===== src/rtl/pvic_pkg.sv =====
package pvic_pkg;
  localparam int BYTE_W = 8;
  localparam logic [1:0] ADDR_PEND_LO = 2'd0;
  localparam logic [1:0] ADDR_PEND_HI = 2'd1;
  localparam logic [1:0] ADDR_EN_LO   = 2'd2;
  localparam logic [1:0] ADDR_EN_HI   = 2'd3;

  typedef struct packed {
    logic       wrPendLo;
    logic       wrPendHi;
    logic       wrEnLo;
    logic       wrEnHi;
    logic       ackClr;
    logic [3:0] ackLevel;
  } ctrlStrobes_t;
endpackage


===== src/rtl/irq_control.sv =====
module irq_control
  import pvic_pkg::*;
#(
  parameter int LEVELS = 16,
  parameter logic [15:0] VEC_BASE = 16'h7FF8
) (
  input  logic              busSel,
  input  logic              busWr,
  input  logic [1:0]        busAddr,
  input  logic              ackStrobe,
  input  logic [LEVELS-1:0] active,
  output ctrlStrobes_t      strobes,
  output logic [3:0]        winLevel,
  output logic [15:0]       winVector,
  output logic              winNone
);
  localparam int HALF  = LEVELS / 2;
  localparam int LVL_W = $clog2(LEVELS);

  logic found;
  logic [LVL_W-1:0] lvl;

  // Scan priority slots; slot p tests level p XOR HALF (upper byte first).
  always_comb begin
    found    = 1'b0;
    winLevel = '0;
    lvl      = '0;
    for (int p = 0; p < LEVELS; p++) begin
      lvl = LVL_W'(p) ^ LVL_W'(HALF);
      if (!found && active[lvl]) begin
        found    = 1'b1;
        winLevel = lvl;
      end
    end
  end

  assign winNone   = !found;
  assign winVector = VEC_BASE - {11'd0, winLevel, 1'b0};

  always_comb begin
    strobes          = '0;
    strobes.wrPendLo = busSel && busWr && (busAddr == ADDR_PEND_LO);
    strobes.wrPendHi = busSel && busWr && (busAddr == ADDR_PEND_HI);
    strobes.wrEnLo   = busSel && busWr && (busAddr == ADDR_EN_LO);
    strobes.wrEnHi   = busSel && busWr && (busAddr == ADDR_EN_HI);
    strobes.ackClr   = ackStrobe && found;
    strobes.ackLevel = winLevel;
  end
endmodule


===== src/rtl/irq_datapath.sv =====
module irq_datapath
  import pvic_pkg::*;
#(
  parameter int LEVELS = 16,
  parameter logic [15:0] LEVEL_MASK = 16'hDFFF
) (
  input  logic              clk,
  input  logic              rst,
  input  ctrlStrobes_t      strobes,
  input  logic [1:0]        busAddr,
  input  logic [BYTE_W-1:0] busWdata,
  input  logic [LEVELS-1:0] srcSet,
  output logic [LEVELS-1:0] pendQ,
  output logic [LEVELS-1:0] enQ,
  output logic [LEVELS-1:0] active,
  output logic [BYTE_W-1:0] busRdata
);
  localparam int HALF = LEVELS / 2;

  for (genvar i = 0; i < LEVELS; i++) begin : g_bit
    localparam bit IS_HI = (i >= HALF);
    localparam int COL   = i % HALF;
    logic wrPend, wrEn;
    assign wrPend = IS_HI ? strobes.wrPendHi : strobes.wrPendLo;
    assign wrEn   = IS_HI ? strobes.wrEnHi   : strobes.wrEnLo;

    always_ff @(posedge clk) begin
      if (rst) begin
        pendQ[i] <= 1'b0;
        enQ[i]   <= 1'b0;
      end else begin
        if (srcSet[i])
          pendQ[i] <= 1'b1;
        else if ((wrPend && !busWdata[COL]) ||
                 (strobes.ackClr && strobes.ackLevel == 4'(i)))
          pendQ[i] <= 1'b0;
        if (wrEn)
          enQ[i] <= busWdata[COL] & LEVEL_MASK[i];
      end
    end
  end

  assign active = pendQ & enQ;

  always_comb begin
    case (busAddr)
      ADDR_PEND_LO: busRdata = pendQ[HALF-1:0];
      ADDR_PEND_HI: busRdata = pendQ[LEVELS-1:HALF];
      ADDR_EN_LO:   busRdata = enQ[HALF-1:0];
      default:      busRdata = enQ[LEVELS-1:HALF];
    endcase
  end
endmodule


===== src/rtl/irq_vec_ctrl.sv =====
module irq_vec_ctrl
  import pvic_pkg::*;
#(
  parameter logic [15:0] LEVEL_MASK = 16'hDFFF,
  parameter logic [15:0] VEC_BASE   = 16'h7FF8
) (
  input  logic        clk,
  input  logic        rst,
  input  logic        busSel,
  input  logic        busWr,
  input  logic [1:0]  busAddr,
  input  logic [7:0]  busWdata,
  output logic [7:0]  busRdata,
  input  logic [15:0] srcSet,
  input  logic        ackStrobe,
  output logic        irqOut,
  output logic [3:0]  ackLevel,
  output logic [15:0] ackVector,
  output logic        ackNone
);
  localparam int LEVELS = 2 * BYTE_W;

  ctrlStrobes_t      strobes;
  logic [LEVELS-1:0] pendQ, enQ, active;

  irq_control #(.LEVELS(LEVELS), .VEC_BASE(VEC_BASE)) u_ctrl (
    .busSel(busSel), .busWr(busWr), .busAddr(busAddr), .ackStrobe(ackStrobe),
    .active(active), .strobes(strobes), .winLevel(ackLevel),
    .winVector(ackVector), .winNone(ackNone)
  );

  irq_datapath #(.LEVELS(LEVELS), .LEVEL_MASK(LEVEL_MASK)) u_dp (
    .clk(clk), .rst(rst), .strobes(strobes), .busAddr(busAddr),
    .busWdata(busWdata), .srcSet(srcSet), .pendQ(pendQ), .enQ(enQ),
    .active(active), .busRdata(busRdata)
  );

  assign irqOut = |active;
endmodule


===== config.mk =====
export PLATFORM = sky130hd
export DESIGN_NAME = irq_vec_ctrl
export DESIGN_NICKNAME = d
export VERILOG_FILES = /design/src/rtl/pvic_pkg.sv /design/src/rtl/irq_control.sv /design/src/rtl/irq_datapath.sv /design/src/rtl/irq_vec_ctrl.sv
export SDC_FILE = /design/constraint.sdc
export NUM_CORES = 1
export LEC_CHECK = 0
export BUFFER_PORTS_ARGS = -buffer_cell sky130_fd_sc_hd__clkbuf_2
export CAP_MARGIN = 25
export CORE_MARGIN = 2
export CORE_UTILIZATION = 57
export CTS_BUF_LIST = sky130_fd_sc_hd__clkbuf_8
export DETAILED_ROUTE_END_ITERATION = 10
export PLACE_DENSITY = 0.86
export SLEW_MARGIN = 40
export SYNTH_ARGS = -nofsm -noshare
export SYNTH_HDL_FRONTEND = slang
export SYNTH_SLANG_ARGS = --single-unit
export TNS_END_PERCENT = 1

===== constraint.sdc =====
create_clock -name clk -period 4.7 [get_ports clk]
set_clock_uncertainty 0.1 [all_clocks]
set_input_delay 0.705 -clock clk [delete_from_list [all_inputs] [get_ports clk]]
set_output_delay 0.705 -clock clk [all_outputs]
set_load 0.03 [all_outputs]

==> results of run 1 <==
==> synthesized netlist by cell type (2+ instances only) <==
master and n:
nor2_1 35, a22oi_1 5, buf_4 16, buf_1 2
a32oi_1 2, nand4_1 3, a41oi_1 4, and3_1 3
a222oi_1 2, conb_1 2, mux4_2 6, nand3_1 4
nand2_1 51, inv_1 3, clkbuf_1 5, o21ai_0 18
ha_1 4, dfxtp_1 31, nor3_1 2, a21oi_1 33
==> flip-flops by register name, summed over array words and instances (netlist names) <==
name / flops
u_dp.enQ: 15
u_dp.pendQ: 16
==> area by class of cell <==
| class | count | area (µm²) |
|---|---|---|
| Tap cell | 46 | 57.6 |
| Fill cell | 283 | 1060 |
| Inverter | 4 | 17.5 |
| Sequential cell | 31 | 621 |
| Clock buffer | 5 | 68.8 |
| Multi-Input combinational cell | 202 | 1170 |
| Clock inverter | 3 | 43.8 |
| Timing Repair Buffer | 49 | 245 |
==> through the flow <==
stage | utilization, % | std cells | total power [mW]
5_1_grt | 67.7 | 340 | 0.727
6_report | 67.7 | 340 | 0.694
4_1_cts | 67.7 | 340 | 0.695
3_3_place_gp | 64.1 | 332 | 0.430
2_1_floorplan | - | 262 | 0.400
3_5_place_dp | 64.2 | 332 | 0.432
==> power by group through the flow <==
stage               Clock [mW]  Sequential [mW]  Combinational [mW]
finish                   0.266            0.289               0.138
global route             0.285            0.291               0.151
CTS                      0.269            0.289               0.138
detailed placement           0            0.295               0.137
global placement             0            0.295               0.136
floorplan                    0            0.290               0.110
==> cells by family after synthesis <==
group | after synthesis | synth area share (%)
flip-flops | 31 | 32.1
other | 2 | 0.389
XOR/XNOR | 1 | 0.454
buffers and inverters | 29 | 9.33
multiplexers | 8 | 8.88
AND/OR/NAND/NOR | 106 | 23.3
adder cells (fa/ha/maj) | 4 | 2.59
AO/OA/AOI/OAI | 72 | 22.9
==> layer usage <==
metal / GRT usage (%) / up-vias / wire length (µm)
met3: 5.07 / 13 / 491
met1: 36.2 / 881 / 2030
met2: 41.7 / 126 / 2330
li1: - / 952 / -
met4: 16.1 / 0 / 127
met5: 0 / - / 0
==> worst min-delay path: cells and delay by family (launching register included) <==
family	cells	cell delay, ns
AND/OR/NAND/NOR	1	0.06
flip-flops	1	0.34
AO/OA/AOI/OAI	1	0.05
==> worst paths after layout <==
path	end	slack, ns	cells after the start
worst max-delay path	ackVector[5]	1.03	10
worst min-delay path	u_dp.enQ[10]	0.39	2
worst max register to register	u_dp.pendQ[15]	1.48	13
worst min register to register	u_dp.enQ[10]	0.39	2
==> flow_metrics.tcl, run 1 <==
set metrics [dict create \
    status "finished, final reports clean" \
    die_h_um 62.2 \
    syn-mean-instance-area_um2 7.63 \
    initial_core_util_pct 58.8 \
    power_leakage_nw 0.956 \
    r2r_start "u_dp.pendQ[14]" \
    timing.fmax_ghz 0.272 \
    synth_async_sr_flop_share_pct 0 \
    finalSetupTns_ns 0 \
    critPathSlowestCell "a222oi_1" \
    clkPwrFrac_pct 38.3 \
    hold_violations 0 \
    gp_congestion 0.970 \
    num_io_pins 61 \
    dpl_cell_area_um2 2110 \
    timing.final.crit_share_pct 78.1 \
    h-tree-depth 2 \
    slowest_delay_ns 0.55 \
    slew_headroom_pct 53.7 \
    globalRouteTotalUtil_pct 27.3 \
    crit_path_start "u_dp.pendQ[14]" \
    synthTopCellsByArea "dfxtp_1 32%, nand2_1 9.9%, a21oi_1 8.6%, mux4_2 7.0%, nor2_1 6.8%" \
    seqPwrFrac_pct 41.7 \
    fin_crit_ns 3.67 \
    fin_area_um2 2220 \
    worstHoldStart "u_dp.enQ[10]" \
    antenna_found_initial 0 \
    mostFrequentLayoutCell "nand2_1" \
    layout_common_cells "51 x nand2_1, 49 x clkbuf_2, 35 x nor2_1" \
    dieArea_um2 3870 \
    rsz0062_at_grt "false" \
    drt_iter0_markers 129 \
    swShare_pct 30.9 \
    via_per_inst 5.80 \
    setup_viol 0 \
    portBuffers 49 \
    clock_tree.buffer_depth 2 \
    pwr-share-comb_pct 20.0 \
    startpoint_type "flop" \
    vdd_drop_max_uv 156 \
    hold_ws_ns 0.395 \
    cts-resized-gates 0 \
    path_cells "a222oi_1 > and3_1 > inv_4 > nor2_1 > nand2_1 > nor2_1 > o22ai_1 > ha_1 > or2b_1 > clkbuf_2" \
    clock_sinks 31 \
    drive_gt1_share_pct 23.1 \
    grt_pass1_vias 1767 \
    antenna_cells 0 \
    drv_cap 0 \
    clkLatencyLatePin_ns 0.30 \
    dp_hpwl_mm 3.72 \
    worstPathRequired_ns 3.89 \
    areaGrowthSynthToFinish_pct 15.1 \
    synth_top_cell_by_area "dfxtp_1" \
    crit_top_cell "nor2_1" \
    ant_nets 0 \
    routed_wl_mm 4.98 \
    worstSetupPathType "flop to primary output" \
    cellInternalPower_mw 0.479 \
    drt-wirelength-per-cell_um 14.6 \
    endpoint_kind "primary output" \
    hold_buffers 0 \
    netlist_area_um2 1930 \
    grt_max_degree 32 \
    ys.flop_type "dfxtp_1" \
    grt_overflow 0 \
    fin_nets 328 \
    path_buf_inv 2 \
    clk_pin_slew_worst_paths_ns 0.07 \
    slew_violations 0 \
    die_w_um 62.2 \
    cts_made_buffers 5 \
    cts_tree "built" \
    core-area_um2 3280 \
    yosysWarnings 0 \
    crit_fanout 7 \
    synth_top_area_share_pct 32.1 \
    grt_pass1_wl_mm 8.31 \
    ys_types 42 \
    switchingPower_mw 0.214 \
    crit_family "simple AND/OR/NAND/NOR gates" \
    drtPass1Iterations 5 \
    synth_seq_area_share_pct 32.1 \
    ys_ff_latch 31 \
    fin_ws_ns 1.03 \
    vias 1972 \
    postSynthCellCount 253 \
    power_density_nw_per_um2 312 \
    worst_slew_pin_slew_ns 0.691 \
    cts_root_buf "clkbuf_8" \
    synth_edf_count 0 \
    drc 0 \
    arrival_ns 2.87 \
    cts_setup_buffers 0 \
    rows 21 \
    min_path_type "flop to flop" \
    post-place-ws_ns 1.36 \
]
Power figures use the tool's default switching activity.
==> run 2, diff against run 1 <==
--- a/config.mk
+++ b/config.mk
@@ -8,10 +8,10 @@
 export BUFFER_PORTS_ARGS = -buffer_cell sky130_fd_sc_hd__clkbuf_2
 export CAP_MARGIN = 25
 export CORE_MARGIN = 2
-export CORE_UTILIZATION = 57
+export CORE_UTILIZATION = 48
 export CTS_BUF_LIST = sky130_fd_sc_hd__clkbuf_8
 export DETAILED_ROUTE_END_ITERATION = 10
-export PLACE_DENSITY = 0.86
+export PLACE_DENSITY = 0.77
 export SLEW_MARGIN = 40
 export SYNTH_ARGS = -nofsm -noshare
 export SYNTH_HDL_FRONTEND = slang
==> constraint.sdc (replaced) <==
create_clock -name clk -period 3 [get_ports clk]
set_clock_uncertainty 0.1 [all_clocks]
set_input_delay 0.45 -clock clk [delete_from_list [all_inputs] [get_ports clk]]
set_output_delay 0.45 -clock clk [all_outputs]
set_load 0.03 [all_outputs]
==> flow_metrics.tcl, run 2 (same netlist as run 1, synthesis figures left out) <==
set metrics [dict create \
    num_io_pins 61 \
    grt_pass1_vias 1801 \
    drtPass1Iterations 5 \
    arrival_ns 2.43 \
    rrSetupSlack_ns 0.22 \
    largest_reg_flops 16 \
    grt_max_degree 32 \
    routed.top_layer "met4" \
    clock_tree.buffer_depth 2 \
    via_per_inst 5.59 \
    cts_root_buf "clkbuf_8" \
    clock_sinks 31 \
    dp_hpwl_mm 4.01 \
    clkLatencyLatePin_ns 0.29 \
    timing.fmax_ghz 0.335 \
    slowest_delay_ns 0.39 \
    fin_nets 344 \
    vdd_drop_max_uv 380 \
    drv_cap 0 \
    worstPathRequired_ns 2.45 \
    m1WireLength_mm 2.33 \
    antenna_found_initial 0 \
    power_density_nw_per_um2 430 \
    wl_met3_um 487 \
    vias 2007 \
    worst_slew_pin_slew_ns 0.631 \
    ant_nets 0 \
    gp_congestion 0.901 \
    drt_iter0_markers 119 \
    rows 23 \
    areaGrowthSynthToFinish_pct 23.5 \
    endpoint_kind "primary output" \
    crit_fanout 4 \
    h-tree-depth 2 \
    die_h_um 67.4 \
    clk_pin_slew_worst_paths_ns 0.06 \
    drc 0 \
    layout_common_cells "51 x nand2_1, 46 x clkbuf_2, 33 x a21oi_1, 33 x nor2_1, 26 x dfxtp_1" \
    cts_tree "built" \
    hold_buffers 0 \
    drt-wirelength-per-cell_um 15.1 \
    largest-register "u_dp.pendQ" \
    startpoint_type "flop" \
    core-area_um2 3940 \
    utilization_pct 60.5 \
    setup_viol 0 \
    power_leakage_nw 1.03 \
    grt_pass1_wl_mm 8.58 \
    critPathSlowestCell "a222oi_1" \
    hold_violations 0 \
    dieArea_um2 4550 \
    post-place-ws_ns 0.199 \
    grt_overflow 0 \
    fillers 366 \
    mostFrequentLayoutCell "nand2_1" \
    status "finished, final reports clean" \
    crit_top_cell "buf_4" \
    portBuffers 49 \
    die_w_um 67.4 \
    path_cells "a222oi_1 > buf_4 > buf_4 > nand4_1 > a31oi_1 > o32a_2 > inv_1 > ha_2 > or2b_1 > buf_6" \
    globalRouteTotalUtil_pct 25.6 \
    rsz0062_at_grt "true" \
    crit_family "compound AO/OA/AOI/OAI gates" \
    timing.final.crit_share_pct 99.5 \
    fin_crit_ns 2.98 \
    drive_gt1_share_pct 31.1 \
    path_buf_inv 4 \
    cts_made_buffers 5 \
    initial_core_util_pct 49.0 \
    routed_wl_mm 5.42 \
    wl_met2_mm 2.51 \
    antenna_cells 0 \
    reg_top3 "u_dp.pendQ: 16 flops, u_dp.enQ: 15 flops" \
    slew_headroom_pct 58.0 \
    slew_violations 0 \
    worstSetupPathType "flop to primary output" \
    min_path_type "input port to flop" \
    fin_ws_ns 0.0152 \
]
-- run 2: cell count changes in the layout (fill, tap and decap cells not counted), moves of 2 or more --
cell,previous run,this run
nor2_2,0,2
buf_4,0,17
dfxtp_2,0,4
clkbuf_2,49,46
dfxtp_1,31,26
nor2_1,35,33
buf_6,0,2
-- run 2: layout make-up --
type	count	area (µm²)	area share, %
clock buffer	6	82.6	3.46
clock inverter	1	5.00	0.210
inverter	4	17.5	0.735
timing repair buffer	65	380	15.9
tap	50	62.6	2.62
multi-input combinational	202	1210	50.6
sequential	31	629	26.4
-- run 2: per-layer routing --
metal / up-vias / track usage [%]
met3: 9 / 5.83
li1: 982 / -
met5: - / 0
met4: 0 / 9.95
met1: 910 / 34.5
met2: 106 / 40.1
-- run 2: worst paths after layout --
path,start,end,cells after the start
max reg2reg,u_dp.pendQ[14],u_dp.pendQ[2],15
max,u_dp.pendQ[14],ackVector[5],10
min,srcSet[10],u_dp.pendQ[10],3
min reg2reg,u_dp.enQ[14],u_dp.enQ[14],2
-- run 2: repair_timing --
item                       CTS  global route
setup buffers                3             4
cloned                       0             0
setup endpoints to repair    3             5
gates resized for setup      7            18
pin swaps                    4             8
-- run 2: worst reg2reg max path: cells and delay by family, from the launching register on --
| kind | cells | cell delay [ns] |
|---|---|---|
| AOI/OAI and AO/OA | 5 | 1.10 |
| adders and majority gates | 1 | 0.14 |
| buffers and inverters | 5 | 0.67 |
| DFF | 1 | 0.35 |
| and+or+nand+nor | 4 | 0.28 |
-- run 2: stage by stage --
step	std cells	hold slack, ns	setup TNS, ns	power (mW)	instance area [µm²]
5_1_grt	359	0.286	-0.152	1.07	2380
4_1_cts	355	0.270	0	1.02	2310
3_3_place_gp	345	0.376	0	0.681	2180
3_5_place_dp	345	0.380	0	0.684	2180
6_report	359	0.269	0	1.03	2380
2_1_floorplan	262	0.358	0	0.627	1960
-- run 2: report_power, final --
group	total, mW	switching, mW	internal (mW)
logic	0.236	0.149	0.0871
registers	0.456	0.0238	0.432
clock network	0.333	0.154	0.180
total	1.03	0.327	0.699
==> run 3, diff against run 2 <==
--- a/config.mk
+++ b/config.mk
@@ -12,7 +12,7 @@
 export CTS_BUF_LIST = sky130_fd_sc_hd__clkbuf_8
 export DETAILED_ROUTE_END_ITERATION = 10
 export PLACE_DENSITY = 0.77
-export SLEW_MARGIN = 40
+export REMOVE_ABC_BUFFERS = 1
 export SYNTH_ARGS = -nofsm -noshare
 export SYNTH_HDL_FRONTEND = slang
 export SYNTH_SLANG_ARGS = --single-unit
==> flow_metrics.tcl, run 3 (same netlist as run 1, synthesis figures left out) <==
set metrics [dict create \
    status "finished, final reports clean" \
    crit_path_start "u_dp.pendQ[14]" \
    rows 23 \
    worstHoldStart "srcSet[3]" \
    endpoint_kind "primary output" \
    rrSetupSlack_ns 0.33 \
    fin_cells 358 \
    crit_fanout 5 \
    startpoint_type "flop" \
    switchingPower_mw 0.330 \
    via_per_inst 5.63 \
    drive_gt1_share_pct 30.5 \
    die_h_um 67.4 \
    ff_latch_area_um2 623 \
    drtPass1Iterations 4 \
    worstSetupPathType "flop to primary output" \
    gp_congestion 0.898 \
    hold_violations 0 \
    rr_endpoint "u_dp.pendQ[11]" \
    largest_reg_flops 16 \
    hold_depth 3 \
    die_w_um 67.4 \
    min_path_type "input port to flop" \
    worst_slew_pin_slew_ns 0.651 \
    slew_violations 0 \
    worstPathRequired_ns 2.45 \
    timing.fmax_ghz 0.336 \
    drc 0 \
    power_density_nw_per_um2 464 \
    fin_crit_ns 2.97 \
    cts_root_buf "clkbuf_8" \
    clock_tree.buffer_depth 2 \
    grt_max_degree 32 \
    h-tree-depth 2 \
    drt_iter0_markers 153 \
    dieArea_um2 4550 \
    largest-register "u_dp.pendQ" \
    clkLatencyLatePin_ns 0.28 \
    fillers 387 \
    swShare_pct 29.5 \
    power_leakage_nw 1.04 \
    grt_pass1_wl_mm 8.74 \
    finalSetupTns_ns 0 \
    areaGrowthSynthToFinish_pct 24.7 \
    drt-wirelength-per-cell_um 15.7 \
    vdd_drop_max_uv 330 \
    vias 2016 \
    clock_sinks 31 \
    path_cells "a222oi_1 > and3_4 > buf_6 > nand2_4 > o32a_1 > o22a_1 > ha_1 > inv_1 > buf_6" \
    cellInternalPower_mw 0.787 \
    pwr-share-comb_pct 21.4 \
    clkPwrFrac_pct 37.8 \
    grt_overflow 0 \
    multi_input_area_um2 1220 \
    mostFrequentLayoutCell "nand2_1" \
    worstRegToRegCells 13 \
    grt_pass1_vias 1820 \
    cts_tree "built" \
    seqPwrFrac_pct 40.8 \
    crit_top_cell "buf_6" \
    routed_wl_mm 5.62 \
    slew_headroom_pct 56.6 \
    arrival_ns 2.42 \
    utilization_pct 61.1 \
    hold_end "u_dp.pendQ[3]" \
    r2r_start "u_dp.pendQ[14]" \
    clk_pin_slew_worst_paths_ns 0.07 \
    initial_core_util_pct 49.0 \
    power.total_mw 1.12 \
    timing.final.crit_share_pct 99.2 \
    portBuffers 49 \
    cts_made_buffers 5 \
    crit_family "compound AO/OA/AOI/OAI gates" \
    core-area_um2 3940 \
    rsz0062_at_grt "true" \
    drv_cap 0 \
    num_io_pins 61 \
    reg_top3 "u_dp.pendQ: 16 flops, u_dp.enQ: 15 flops" \
    critPathSlowestCell "a222oi_1" \
    dp_hpwl_mm 4.11 \
    layout_common_cells "49 x nand2_1, 46 x clkbuf_2, 33 x nor2_1" \
    setup_viol 0 \
    placed_cells 346 \
    fin_nets 342 \
    slowest_delay_ns 0.42 \
    antenna_found_initial 0 \
    antenna_cells 0 \
    globalRouteTotalUtil_pct 26.0 \
    ant_nets 0 \
    path_buf_inv 3 \
]
-- run 3: changes by cell type in the layout (fill, tap and decap cells not counted), moves of 2 or more --
cell,change
buf_4,-2
dfxtp_1,+3
dfxtp_2,-2
nand2_1,-2
nor2_2,-2
nor2_4,+2
-- run 3: worst max-delay path by stage --
stage | endpoint | depth (start not counted) | slack (ns)
2_1_floorplan | ackVector[2] | 9 | -0.21
3_3_place_gp | ackVector[5] | 8 | 0.27
3_5_place_dp | ackVector[5] | 8 | 0.12
4_1_cts | ackVector[2] | 10 | -0.02
5_1_grt | ackVector[2] | 9 | -0.16
6_report | ackVector[2] | 9 | 0.03
-- run 3: final cells by class --
cell class	count	area share [%]
clock buffer	6	3.43
inverter	4	0.728
sequential	31	25.9
tap	50	2.60
clock inverter	2	1.46
multi-input combinational	202	50.7
timing repair buffer	63	15.2
-- run 3: layer usage --
layer,global-route usage (%),vias to the layer above,wire (µm)
met5,0,-,0
met1,33.6,935,2310
met2,42.1,90,2770
li1,-,982,-
met3,4.67,9,440
met4,12.0,0,91
-- run 3: what timing repair did --
item,in CTS,in global routing
pin swaps,4,5
resized for setup,9,17
endpoints found under the setup margin,3,12
hold buffers,0,0
buffers inserted,3,1
-- run 3: power groups by stage --
stage | clock network (mW) | registers (mW) | logic [mW]
after detailed placement | 0 | 0.463 | 0.222
after global routing | 0.447 | 0.457 | 0.262
after floorplan | 0 | 0.455 | 0.145
final | 0.422 | 0.456 | 0.239
after CTS | 0.434 | 0.453 | 0.230
after global placement | 0 | 0.462 | 0.219
-- run 3: metrics by stage --
step / instance area (µm²) / hold slack, ns / setup slack (ns)
after floorplan: 1800 / 0.352 / -0.207
after global placement: 2180 / 0.374 / 0.268
after detailed placement: 2180 / 0.379 / 0.120
after CTS: 2350 / 0.270 / -0.0162
after global routing: 2410 / 0.285 / -0.158
final: 2410 / 0.277 / 0.0253
-- run 3: tightest hold or removal path: stages --
cell and delay (ns):
clkbuf_2 0.07, nor2_1 0.03, nor2_1 0.07
